`config.mk`:
```
export PLATFORM = sky130hd
export DESIGN_NAME = serial_bank_regs
export DESIGN_NICKNAME = d
export VERILOG_FILES = /design/src/rtl/sreg_pkg.sv /design/src/rtl/sreg_write_filter.sv /design/src/rtl/sreg_shifter.sv /design/src/rtl/sreg_bank.sv /design/src/rtl/serial_bank_regs.sv
export SDC_FILE = /design/constraint.sdc
export NUM_CORES = 1
export LEC_CHECK = 0
export CAP_MARGIN = 0
export CELL_PAD_IN_SITES_DETAIL_PLACEMENT = 1
export CELL_PAD_IN_SITES_GLOBAL_PLACEMENT = 1
export CORE_MARGIN = 4
export CORE_UTILIZATION = 25
export DETAILED_ROUTE_END_ITERATION = 7
export PLACE_DENSITY_LB_ADDON = 0.1
export SYNTH_ARGS = -nofsm -noshare
export SYNTH_HDL_FRONTEND = slang
export SYNTH_SLANG_ARGS = --single-unit
```
`constraint.sdc`:
```
create_clock -name clk -period 5.5 [get_ports clk]
set_clock_uncertainty 0.1 [all_clocks]
set_input_delay 0.55 -clock clk [delete_from_list [all_inputs] [get_ports clk]]
set_output_delay 0.55 -clock clk [all_outputs]
set_load 0.05 [all_outputs]
```
`src/rtl/sreg_pkg.sv`:
```
package sreg_pkg;

    localparam int REG_W     = 5;
    localparam int NUM_REGS  = 4;
    localparam int SEL_W     = $clog2(NUM_REGS);
    localparam int CNT_W     = $clog2(REG_W + 1);
    localparam int DATA_W    = 8;
    localparam int FLAG_BIT  = 7;
    localparam int STAMP_W   = 32;
    localparam int MIN_GAP   = 2;

    localparam logic [REG_W-1:0] MODE_FORCE = REG_W'(5'b01100);

    typedef enum logic [SEL_W-1:0] {
        SEL_MODE = 2'd0,
        SEL_CHR0 = 2'd1,
        SEL_CHR1 = 2'd2,
        SEL_PRG  = 2'd3
    } reg_sel_e;

    typedef struct packed {
        logic [REG_W-1:0] bits;
        logic [CNT_W-1:0] cnt;
    } shift_st_t;

    typedef struct packed {
        logic accept;
        logic flag;
        logic din;
    } wr_evt_t;

    function automatic logic [REG_W-1:0] reset_value(input int idx);
        case (idx)
            0:       return MODE_FORCE;
            3:       return REG_W'(5'b10000);
            default: return '0;
        endcase
    endfunction

endpackage

```
`src/rtl/sreg_write_filter.sv`:
```
module sreg_write_filter
    import sreg_pkg::*;
#(
    parameter int STAMP_BITS = STAMP_W,
    parameter int GAP_MIN    = MIN_GAP
) (
    input  logic                         clk,
    input  logic                         rst,
    input  logic                         wr_en,
    input  logic signed [STAMP_BITS-1:0] stamp,
    output logic                         accept
);
    localparam int DIFF_W = STAMP_BITS + 1;

    logic signed [STAMP_BITS-1:0] last_q;
    logic                         seen_q;
    logic signed [DIFF_W-1:0]     diff;
    logic        [DIFF_W-1:0]     gap;

    always_comb begin
        diff   = {stamp[STAMP_BITS-1], stamp} - {last_q[STAMP_BITS-1], last_q};
        gap    = diff[DIFF_W-1] ? DIFF_W'(-diff) : DIFF_W'(diff);
        accept = wr_en && (!seen_q || (gap >= DIFF_W'(GAP_MIN)));
    end

    always_ff @(posedge clk) begin
        if (rst) begin
            last_q <= '1;
            seen_q <= 1'b0;
        end else if (wr_en) begin
            last_q <= stamp;
            seen_q <= 1'b1;
        end
    end
endmodule

```
`src/rtl/sreg_shifter.sv`:
```
module sreg_shifter
    import sreg_pkg::*;
(
    input  logic             clk,
    input  logic             rst,
    input  wr_evt_t          evt,
    output logic             commit,
    output logic             abort,
    output logic [REG_W-1:0] commit_val,
    output logic [CNT_W-1:0] cnt_o
);
    shift_st_t        st_q;
    logic [REG_W-1:0] nxt_bits;
    logic             last_bit;

    always_comb begin
        nxt_bits   = {evt.din, st_q.bits[REG_W-1:1]};
        last_bit   = (st_q.cnt == CNT_W'(REG_W - 1));
        commit     = evt.accept && !evt.flag && last_bit;
        abort      = evt.accept && evt.flag;
        commit_val = nxt_bits;
        cnt_o      = st_q.cnt;
    end

    always_ff @(posedge clk) begin
        if (rst) begin
            st_q <= '0;
        end else if (evt.accept) begin
            if (evt.flag || last_bit) begin
                st_q <= '0;
            end else begin
                st_q.bits <= nxt_bits;
                st_q.cnt  <= st_q.cnt + CNT_W'(1);
            end
        end
    end
endmodule

```
`src/rtl/sreg_bank.sv`:
```
module sreg_bank
    import sreg_pkg::*;
(
    input  logic                                clk,
    input  logic                                rst,
    input  logic                                commit,
    input  logic                                abort,
    input  reg_sel_e                            sel,
    input  logic [REG_W-1:0]                    val,
    output logic [NUM_REGS-1:0][REG_W-1:0]      regs_q
);
    for (genvar i = 0; i < NUM_REGS; i++) begin : g_reg
        localparam logic [REG_W-1:0] RST_VAL = reset_value(i);
        always_ff @(posedge clk) begin
            if (rst) begin
                regs_q[i] <= RST_VAL;
            end else if (commit && (sel == reg_sel_e'(i))) begin
                regs_q[i] <= val;
            end else if (abort && (i == 0)) begin
                regs_q[i] <= regs_q[i] | MODE_FORCE;
            end
        end
    end
endmodule

```
`src/rtl/serial_bank_regs.sv`:
```
module serial_bank_regs
    import sreg_pkg::*;
#(
    parameter int STAMP_BITS = STAMP_W
) (
    input  logic                         clk,
    input  logic                         rst,
    input  logic                         wr_en,
    input  logic [SEL_W-1:0]             addr_sel,
    input  logic [DATA_W-1:0]            wr_data,
    input  logic signed [STAMP_BITS-1:0] cyc_stamp,
    output logic [REG_W-1:0]             mode_q,
    output logic [REG_W-1:0]             chr0_q,
    output logic [REG_W-1:0]             chr1_q,
    output logic [REG_W-1:0]             prg_q
);
    logic                              wr_ok;
    logic                              do_commit;
    logic                              do_abort;
    logic [REG_W-1:0]                  commit_val;
    logic [CNT_W-1:0]                  shift_cnt;
    wr_evt_t                           evt;
    logic [NUM_REGS-1:0][REG_W-1:0]    regs;

    sreg_write_filter #(
        .STAMP_BITS (STAMP_BITS),
        .GAP_MIN    (MIN_GAP)
    ) u_filter (
        .clk    (clk),
        .rst    (rst),
        .wr_en  (wr_en),
        .stamp  (cyc_stamp),
        .accept (wr_ok)
    );

    always_comb begin
        evt.accept = wr_ok;
        evt.flag   = wr_data[FLAG_BIT];
        evt.din    = wr_data[0];
    end

    sreg_shifter u_shift (
        .clk        (clk),
        .rst        (rst),
        .evt        (evt),
        .commit     (do_commit),
        .abort      (do_abort),
        .commit_val (commit_val),
        .cnt_o      (shift_cnt)
    );

    sreg_bank u_bank (
        .clk    (clk),
        .rst    (rst),
        .commit (do_commit),
        .abort  (do_abort),
        .sel    (reg_sel_e'(addr_sel)),
        .val    (commit_val),
        .regs_q (regs)
    );

    assign mode_q = regs[SEL_MODE];
    assign chr0_q = regs[SEL_CHR0];
    assign chr1_q = regs[SEL_CHR1];
    assign prg_q  = regs[SEL_PRG];
endmodule

```
==> results of run 1 <==
==> per-stage QoR <==
stage	hold slack [ns]	TNS, ns	power (W)
4_1_cts	0.367	0	0.00193
5_1_grt	0.394	0	0.00204
2_1_floorplan	0.328	0	0.000945
3_5_place_dp	0.351	-2.14	0.00125
6_report	0.364	0	0.00191
3_3_place_gp	0.348	-0.330	0.00123
==> worst max-delay path, delay by kind of cell <==
family | cells | cell delay, ns
mux | 2 | 0.59
fa+ha+maj | 2 | 0.63
simple gates | 5 | 1.11
compound gates | 6 | 1.61
buf+inv | 3 | 0.75
==> layout make-up <==
type | instances | area (sq um)
clock buffer | 10 | 229
multi-input combinational | 637 | 4390
tap | 319 | 399
inverter | 44 | 165
fill | 2880 | 15600
timing repair buffer | 160 | 1340
clock inverter | 6 | 111
sequential | 60 | 1200
==> cell usage after synthesis, drive strengths merged, types with 6 or more instances <==
cell type  count
nand2        114
dfxtp         60
a21oi         46
nor2          46
o21ai         46
inv           43
o211ai        38
ha            35
mux2i         29
clkbuf        28
nand3         21
nand4         21
nor3          18
and2          14
buf           14
a211oi        12
xnor2         12
a21o          11
nand2b        10
a22oi          9
a31oi          9
and3           9
o2111ai        8
and4           7
nor4           7
o21a           7
o21bai         7
o22ai          6
or3            6
==> power groups by stage <==
| stage | Combinational (W) | Clock [W] | Sequential, W |
|---|---|---|---|
| 4_1_cts | 0.000784 | 0.000689 | 0.000459 |
| 3_3_place_gp | 0.000765 | 0 | 0.000468 |
| 3_5_place_dp | 0.000779 | 0 | 0.000469 |
| 6_report | 0.000783 | 0.000668 | 0.000459 |
| 2_1_floorplan | 0.000479 | 0 | 0.000466 |
| 5_1_grt | 0.000869 | 0.000709 | 0.000460 |
==> logic make-up after synthesis <==
kind of cell	share of synthesized area [%]
buf+inv	6.01
fa+ha+maj	7.72
xor+xnor	2.51
flops	20.2
mux	5.65
simple gates	27.8
compound gates	30.1
==> metal layers <==
layer	wire, um	track usage [%]
met3	699	2.61
met5	0	0
met2	10500	29.5
met4	265	3.73
met1	10200	21.9
==> repair_timing <==
action,in CTS,in global routing
hold endpoints to repair,0,0
resized for setup,0,6
endpoints found under the setup margin,0,24
==> flip-flops by register name, summed over array words and instances, names as in the netlist <==
name                count
u_filter.last_q        32
u_bank.regs_q          20
u_shift.commit_val      4
u_shift.cnt_o           3
u_filter.seen_q         1
==> worst paths after layout <==
| path | endpoint | cells after the start |
|---|---|---|
| max | u_shift.commit_val[1]$_SDFFE_PP0N_ | 18 |
| min | u_bank.regs_q[5]$_SDFFE_PP0P_ | 2 |
| max reg2reg | u_shift.commit_val[1]$_SDFFE_PP0N_ | 17 |
| min reg2reg | u_bank.regs_q[5]$_SDFFE_PP0P_ | 2 |
==> results by group, run 1 <==
Power and ir drop
  • Sequential share of power: a little under a quarter
  • Comb pwr share: between 40% and 50%
  • Leakage power: between 3 and 4 nW
  • Sw Pwr: 0.000678 W
  • Pwr/cell area: 244 nW/um^2
  • Clock share of power: approximately a third
  • P_int: about 0.0012 W
  • Switching Share: 35.5%
  • Peak supply drop: about 130 uV

Final layout
  • P&R area growth vs syn: 32.2%
  • Share of layout cells above drive strength 1: roughly 18%
  • Most frequent cells in the layout: 114 x nand2_1, 102 x buf_4, 60 x dfxtp_1
  • Number of inserted diodes: 0
  • Final cell count without fillers: about 1200
  • Layout Cell Area excl Fill: around 8000 sq um
  • Final Util: roughly 34%
  • Commonest non-fill, non-tap cell in the layout: nand2_1
  • Fin nets: around 990

Route
  • Residual DRC count: 0
  • Via count: ~6300
  • First-pass detailed-route iteration total: 4
  • Detail Route Antenna Nets: 0
  • DRT iter0 DRCs: ~220
  • Via density per instance: between 5 and 6
  • Post-Route WL: about 22 mm
  • WL/cell: about 18 um

Floorplan
  • DIE HEIGHT: between 150 and 200 um
  • Die area: roughly 26000 sq um
  • Initial Utilization: about a quarter
  • Placeable Area: between 20000 and 25000 sq um
  • Row count: 56
  • Die width: about 160 um
  • Top Ports: 65

Worst setup path
  • CP Class: input pin to register
  • Crit path top cell by count: a2111oi_4
  • Max incr delay on CP: 0.48 ns
  • FF-to-FF Start: u_filter.last_q[9]$_SDFFE_PP1P_
  • CP Capture Type: register
  • Worst setup startpoint: cyc_stamp[0]
  • Critical Path, Cell by Cell: clkdlybuf4s50_1 > inv_1 > ha_1 > fa_1 > and2b_1 > o2111ai_2 > a21oi_1 > o21ai_1 > a2111oi_4 > nand4_1 > nor4_2 > mux2_2 > o32a_1 > a2111oi_4 > nand4b_4 > buf_4 > nand2_1 > mux2i_1
  • CP max stage cell: clkdlybuf4s50_1
  • Required @ worst endpoint: 5.66 ns
  • Critical Path AT: around 5.2 ns
  • Startpoint Class: input pin
  • Crit path max fanout: 7
  • Flop2flop setup slack: about 0.76 ns

Timing
  • Slew margin rel.: between 40 and 50%
  • Max Fclk: slightly below 0.2 GHz
  • RSZ-0062 raised after global routing: no
  • Final setup fails: 0
  • Worst Max-Slew Pin Slew: about 0.85 ns
  • Final Cycle Share: between 90% and 100%
  • Post-route setup slack: ~0.42 ns
  • Final Hold Fails: 0
  • Final Critical Period: approximately 5 ns
  • Slew Limit Fails: 0

Logic synthesis
  • Seq/Total Area, Yosys: 20.2%
  • Yosys top cell area share: 20.2%
  • Syn nets: about 860
  • Post-Syn Area: 5930 sq um
  • Yosys reg bits: 60
  • Post-synth cell types: 91
  • YS warnings: 0
  • Top_reg_cell synth: dfxtp_1
  • Leading area contributor after synthesis: dfxtp_1
  • Post-synthesis area per instance: 7.58 sq um
  • Most area-consuming cells after synthesis: dfxtp_1 20%, ha_1 7.4%, nand2_1 7.2%
  • Ys async rst share: 0%
  • Synthesized instance count: between 700 and 800
  • Post-synth EDFFs: 0

GRT
  • GRT overflow: 0
  • Largest net degree at the start of global routing: 71
  • GR Util All Layers: about 17%
  • Vias in the first global route: between 6000 and 7000
  • First-pass GRT wire length: approximately 36 mm
  • Initial antenna violation count: 0

CTS
  • Clk_lat worst skew: between 0.3 and 0.4 ns
  • Setup Fix Bufs, Post-CTS: 0
  • TritonCTS Sinks: 60
  • Number of buffers created by CTS: 9
  • H-tree levels: 3
  • Reg clk slew, reported paths: roughly 0.06 ns
  • CTS Hold Buffers Added: 0
  • Max clock buf depth: 2
  • CTS tree: done
  • Root Buffer: clkbuf_16

Placement
  • Post-place setup slack: -0.128 ns
  • Post-DP HPWL: 17.8 mm
  • Area after DPL: ~7500 sq um
  • Dpl cells: 1220
  • IO buf count: 58
  • Gp weighted congestion: between 0.8 and 0.9

Run
  • Max-Cap Viols: 0

Hold path
  • Worst min path class: register to register
  • HP Start: u_bank.regs_q[5]$_SDFFE_PP0P_

Outcome
  • Status: completed
No activity file was read; power rests on OpenSTA's default activity.
==> run 2: changes to the inputs <==
TNS_END_PERCENT = 20   (was unset)
clock period = 5.2 ns   (was 5.5 ns; I/O delays follow)
==> results by group, run 2 (synthesis gave the netlist of run 1 again) <==
CTS
  • Max clock buf depth: 2 (unchanged)
  • Number of buffers created by CTS: 9 (unchanged)
  • Reg clk slew, reported paths: 0.06 ns (about the same)
  • TritonCTS Sinks: 60 (unchanged)
  • Clk_lat worst skew: 0.34 ns (about the same)
  • H-tree levels: 3 (unchanged)
  • Root Buffer: clkbuf_16
  • CTS Hold Buffers Added: 0 (unchanged)
  • CTS tree: done

Timing
  • Final setup fails: 0 (unchanged)
  • Slew margin rel.: 26.3% (-16 points)
  • RSZ-0062 raised after global routing: no
  • Final Hold Fails: 0 (unchanged)
  • Worst Max-Slew Pin Slew: 1.10 ns (+0.246 ns)
  • Final Cycle Share: a little under 100%
  • Hold Slack: 0.368 ns (+0.00407 ns)
  • Slew Limit Fails: 0 (unchanged)
  • Final Critical Period: around 5 ns
  • Max Fclk: roughly 0.20 GHz

Floorplan
  • Die area: 26300 sq um (unchanged)
  • DIE HEIGHT: 162 um (unchanged)
  • Initial Utilization: 25.4% (unchanged)
  • Top Ports: 65 (unchanged)
  • Die width: 162 um (unchanged)
  • Row count: 56 (unchanged)
  • Placeable Area: 23400 sq um (unchanged)

Power and ir drop
  • Pwr/cell area: 243 nW/um^2 (-0.18%)
  • Peak supply drop: 153 uV (+18%)
  • Leakage power: 3.65 nW (+8.0%)

Final layout
  • Fin nets: 1050 (+5.7%)
  • P&R area growth vs syn: 39.4%
  • Fill count: 2881 (+0.035%)
  • Register area: 1200 sq um (unchanged)
  • Number of inserted diodes: 0 (unchanged)
  • Top reg by flops: u_filter.last_q
  • Largest register FFs: 32 (unchanged)
  • Share of layout cells above drive strength 1: 23.3% (+5.3 points)
  • Footprint of the multi-input gates: 4420 sq um (+0.68%)
  • Most frequent cells in the layout: 158 x buf_4, 114 x nand2_1, 60 x dfxtp_1
  • Commonest non-fill, non-tap cell in the layout: buf_4
  • Final Util: 35.3% (+1.8 points)
  • Layout Cell Area excl Fill: 8270 sq um (+5.5%)

GRT
  • Initial antenna violation count: 0 (unchanged)
  • Vias in the first global route: 7120 (+5.2%)
  • Largest net degree at the start of global routing: 71 (unchanged)
  • First-pass GRT wire length: 36.4 mm (+1.3%)
  • GR Util All Layers: 16.9% (+0.087 points)
  • GRT overflow: 0 (unchanged)

Outcome
  • Status: completed

Route
  • Met3 routed WL: 626 um (-10%)
  • DRT iter0 DRCs: 192 (-11%)
  • Detail Route Antenna Nets: 0 (unchanged)
  • WL/cell: 17.3 um (-1.3%)
  • First-pass detailed-route iteration total: 4 (unchanged)
  • Via count: 6615 (+4.2%)
  • DRT met1 WL: 10.6 mm (+3.1%)
  • Highest routed layer: met4
  • Residual DRC count: 0 (unchanged)
  • Via density per instance: 5.12 (-0.39%)
  • Met2 WL: 10.7 mm (+2.4%)
  • Post-Route WL: 22.3 mm (+3.2%)

Run
  • Max-Cap Viols: 0 (unchanged)

Worst setup path
  • Required @ worst endpoint: 5.30 ns (-0.36 ns)
  • Critical Path AT: 5.11 ns (-0.13 ns)
  • Crit path max fanout: 6 (-1)
  • FF-to-FF Start: u_filter.last_q[1]$_SDFFE_PP1P_
  • Startpoint Class: input pin
  • CP Class: input pin to register
  • RR Endpoint: u_bank.regs_q[8]$_SDFFE_PP0P_
  • Reg2reg path depth: 17 (unchanged)
  • Flop2flop setup slack: 0.50 ns (-0.26 ns)
  • CP Capture Type: register

Placement
  • Post-DP HPWL: 18.6 mm (+4.6%)
  • IO buf count: 58 (unchanged)
  • Area after DPL: 7910 sq um (+5.7%)
  • Gp weighted congestion: 0.824 (-2.7%)

Hold path
  • Hold Path End: u_bank.regs_q[5]$_SDFFE_PP0P_
  • Worst min path class: register to register
  • HP Start: u_bank.regs_q[5]$_SDFFE_PP0P_
  • Cells on Worst Hold Path: 2 (unchanged)
## run 2: worst max path at each step
stage | slack (ns) | to | depth (start not counted) | from
final | 0.19 | u_bank.regs_q[8]$_SDFFE_PP0P_ | 19 | cyc_stamp[0]
after global routing | 0.01 | u_bank.regs_q[6]$_SDFFE_PP0P_ | 18 | cyc_stamp[0]
after CTS | 0.02 | u_bank.regs_q[6]$_SDFFE_PP0P_ | 17 | cyc_stamp[0]
after detailed placement | -0.31 | u_bank.regs_q[5]$_SDFFE_PP0P_ | 17 | cyc_stamp[0]
after global placement | -0.27 | u_bank.regs_q[6]$_SDFFE_PP0P_ | 17 | cyc_stamp[0]
after floorplan | 0.45 | u_bank.regs_q[5]$_SDFFE_PP0P_ | 17 | cyc_stamp[0]
## run 2: layout make-up
type / instances / share of cell area, %
well taps: 319 / 4.83
inverters: 44 / 2.00
flip-flops and latches: 60 / 14.5
repair buffers: 217 / 21.5
clock buffers: 9 / 2.72
multi-input cells: 637 / 53.5
clock inverters: 7 / 0.908
## run 2: routing by layer
layer  vias up  track usage [%]
met5         -                0
met4         0             5.31
met3        27             2.66
met2        86             29.3
met1      3220             21.6
li1       3282                -
## run 2: worst max-delay path, cell delays in order
cell,delay [ns]
clkdlybuf4s50_1,0.47
inv_1,0.05
ha_1,0.21
buf_4,0.14
nor2b_1,0.19
o2111ai_2,0.24
buf_4,0.23
a21boi_1,0.26
o2111ai_1,0.20
or2_2,0.35
nor4_4,0.18
or4b_4,0.55
nor2_2,0.17
mux2i_1,0.12
nor4_2,0.34
buf_4,0.18
nand4b_4,0.18
and4b_2,0.35
mux2i_1,0.14
## run 2: report_power, final
part	switching, W	internal, W	leakage [nW]
sequential	0.00000671	0.000478	0.493
combinational	0.000493	0.000411	3.00
clock	0.000247	0.000374	0.150
total	0.000747	0.00126	3.65
## run 2: timing repair
action | in CTS | in global routing
gates resized for setup | 0 | 14
endpoints found under the setup margin | 0 | 27
setup buffers | 0 | 2
## run 2: stage by stage
| stage | power [W] | setup WS (ns) | TNS, ns | instances |
|---|---|---|---|---|
| finish | 0.00201 | 0.194 | 0 | 1293 |
| global placement | 0.00137 | -0.268 | -4.26 | 1275 |
| floorplan | 0.000999 | 0.446 | 0 | 783 |
| CTS | 0.00203 | 0.0227 | 0 | 1291 |
| detailed placement | 0.00139 | -0.310 | -5.33 | 1275 |
| global route | 0.00214 | 0.0118 | 0 | 1293 |
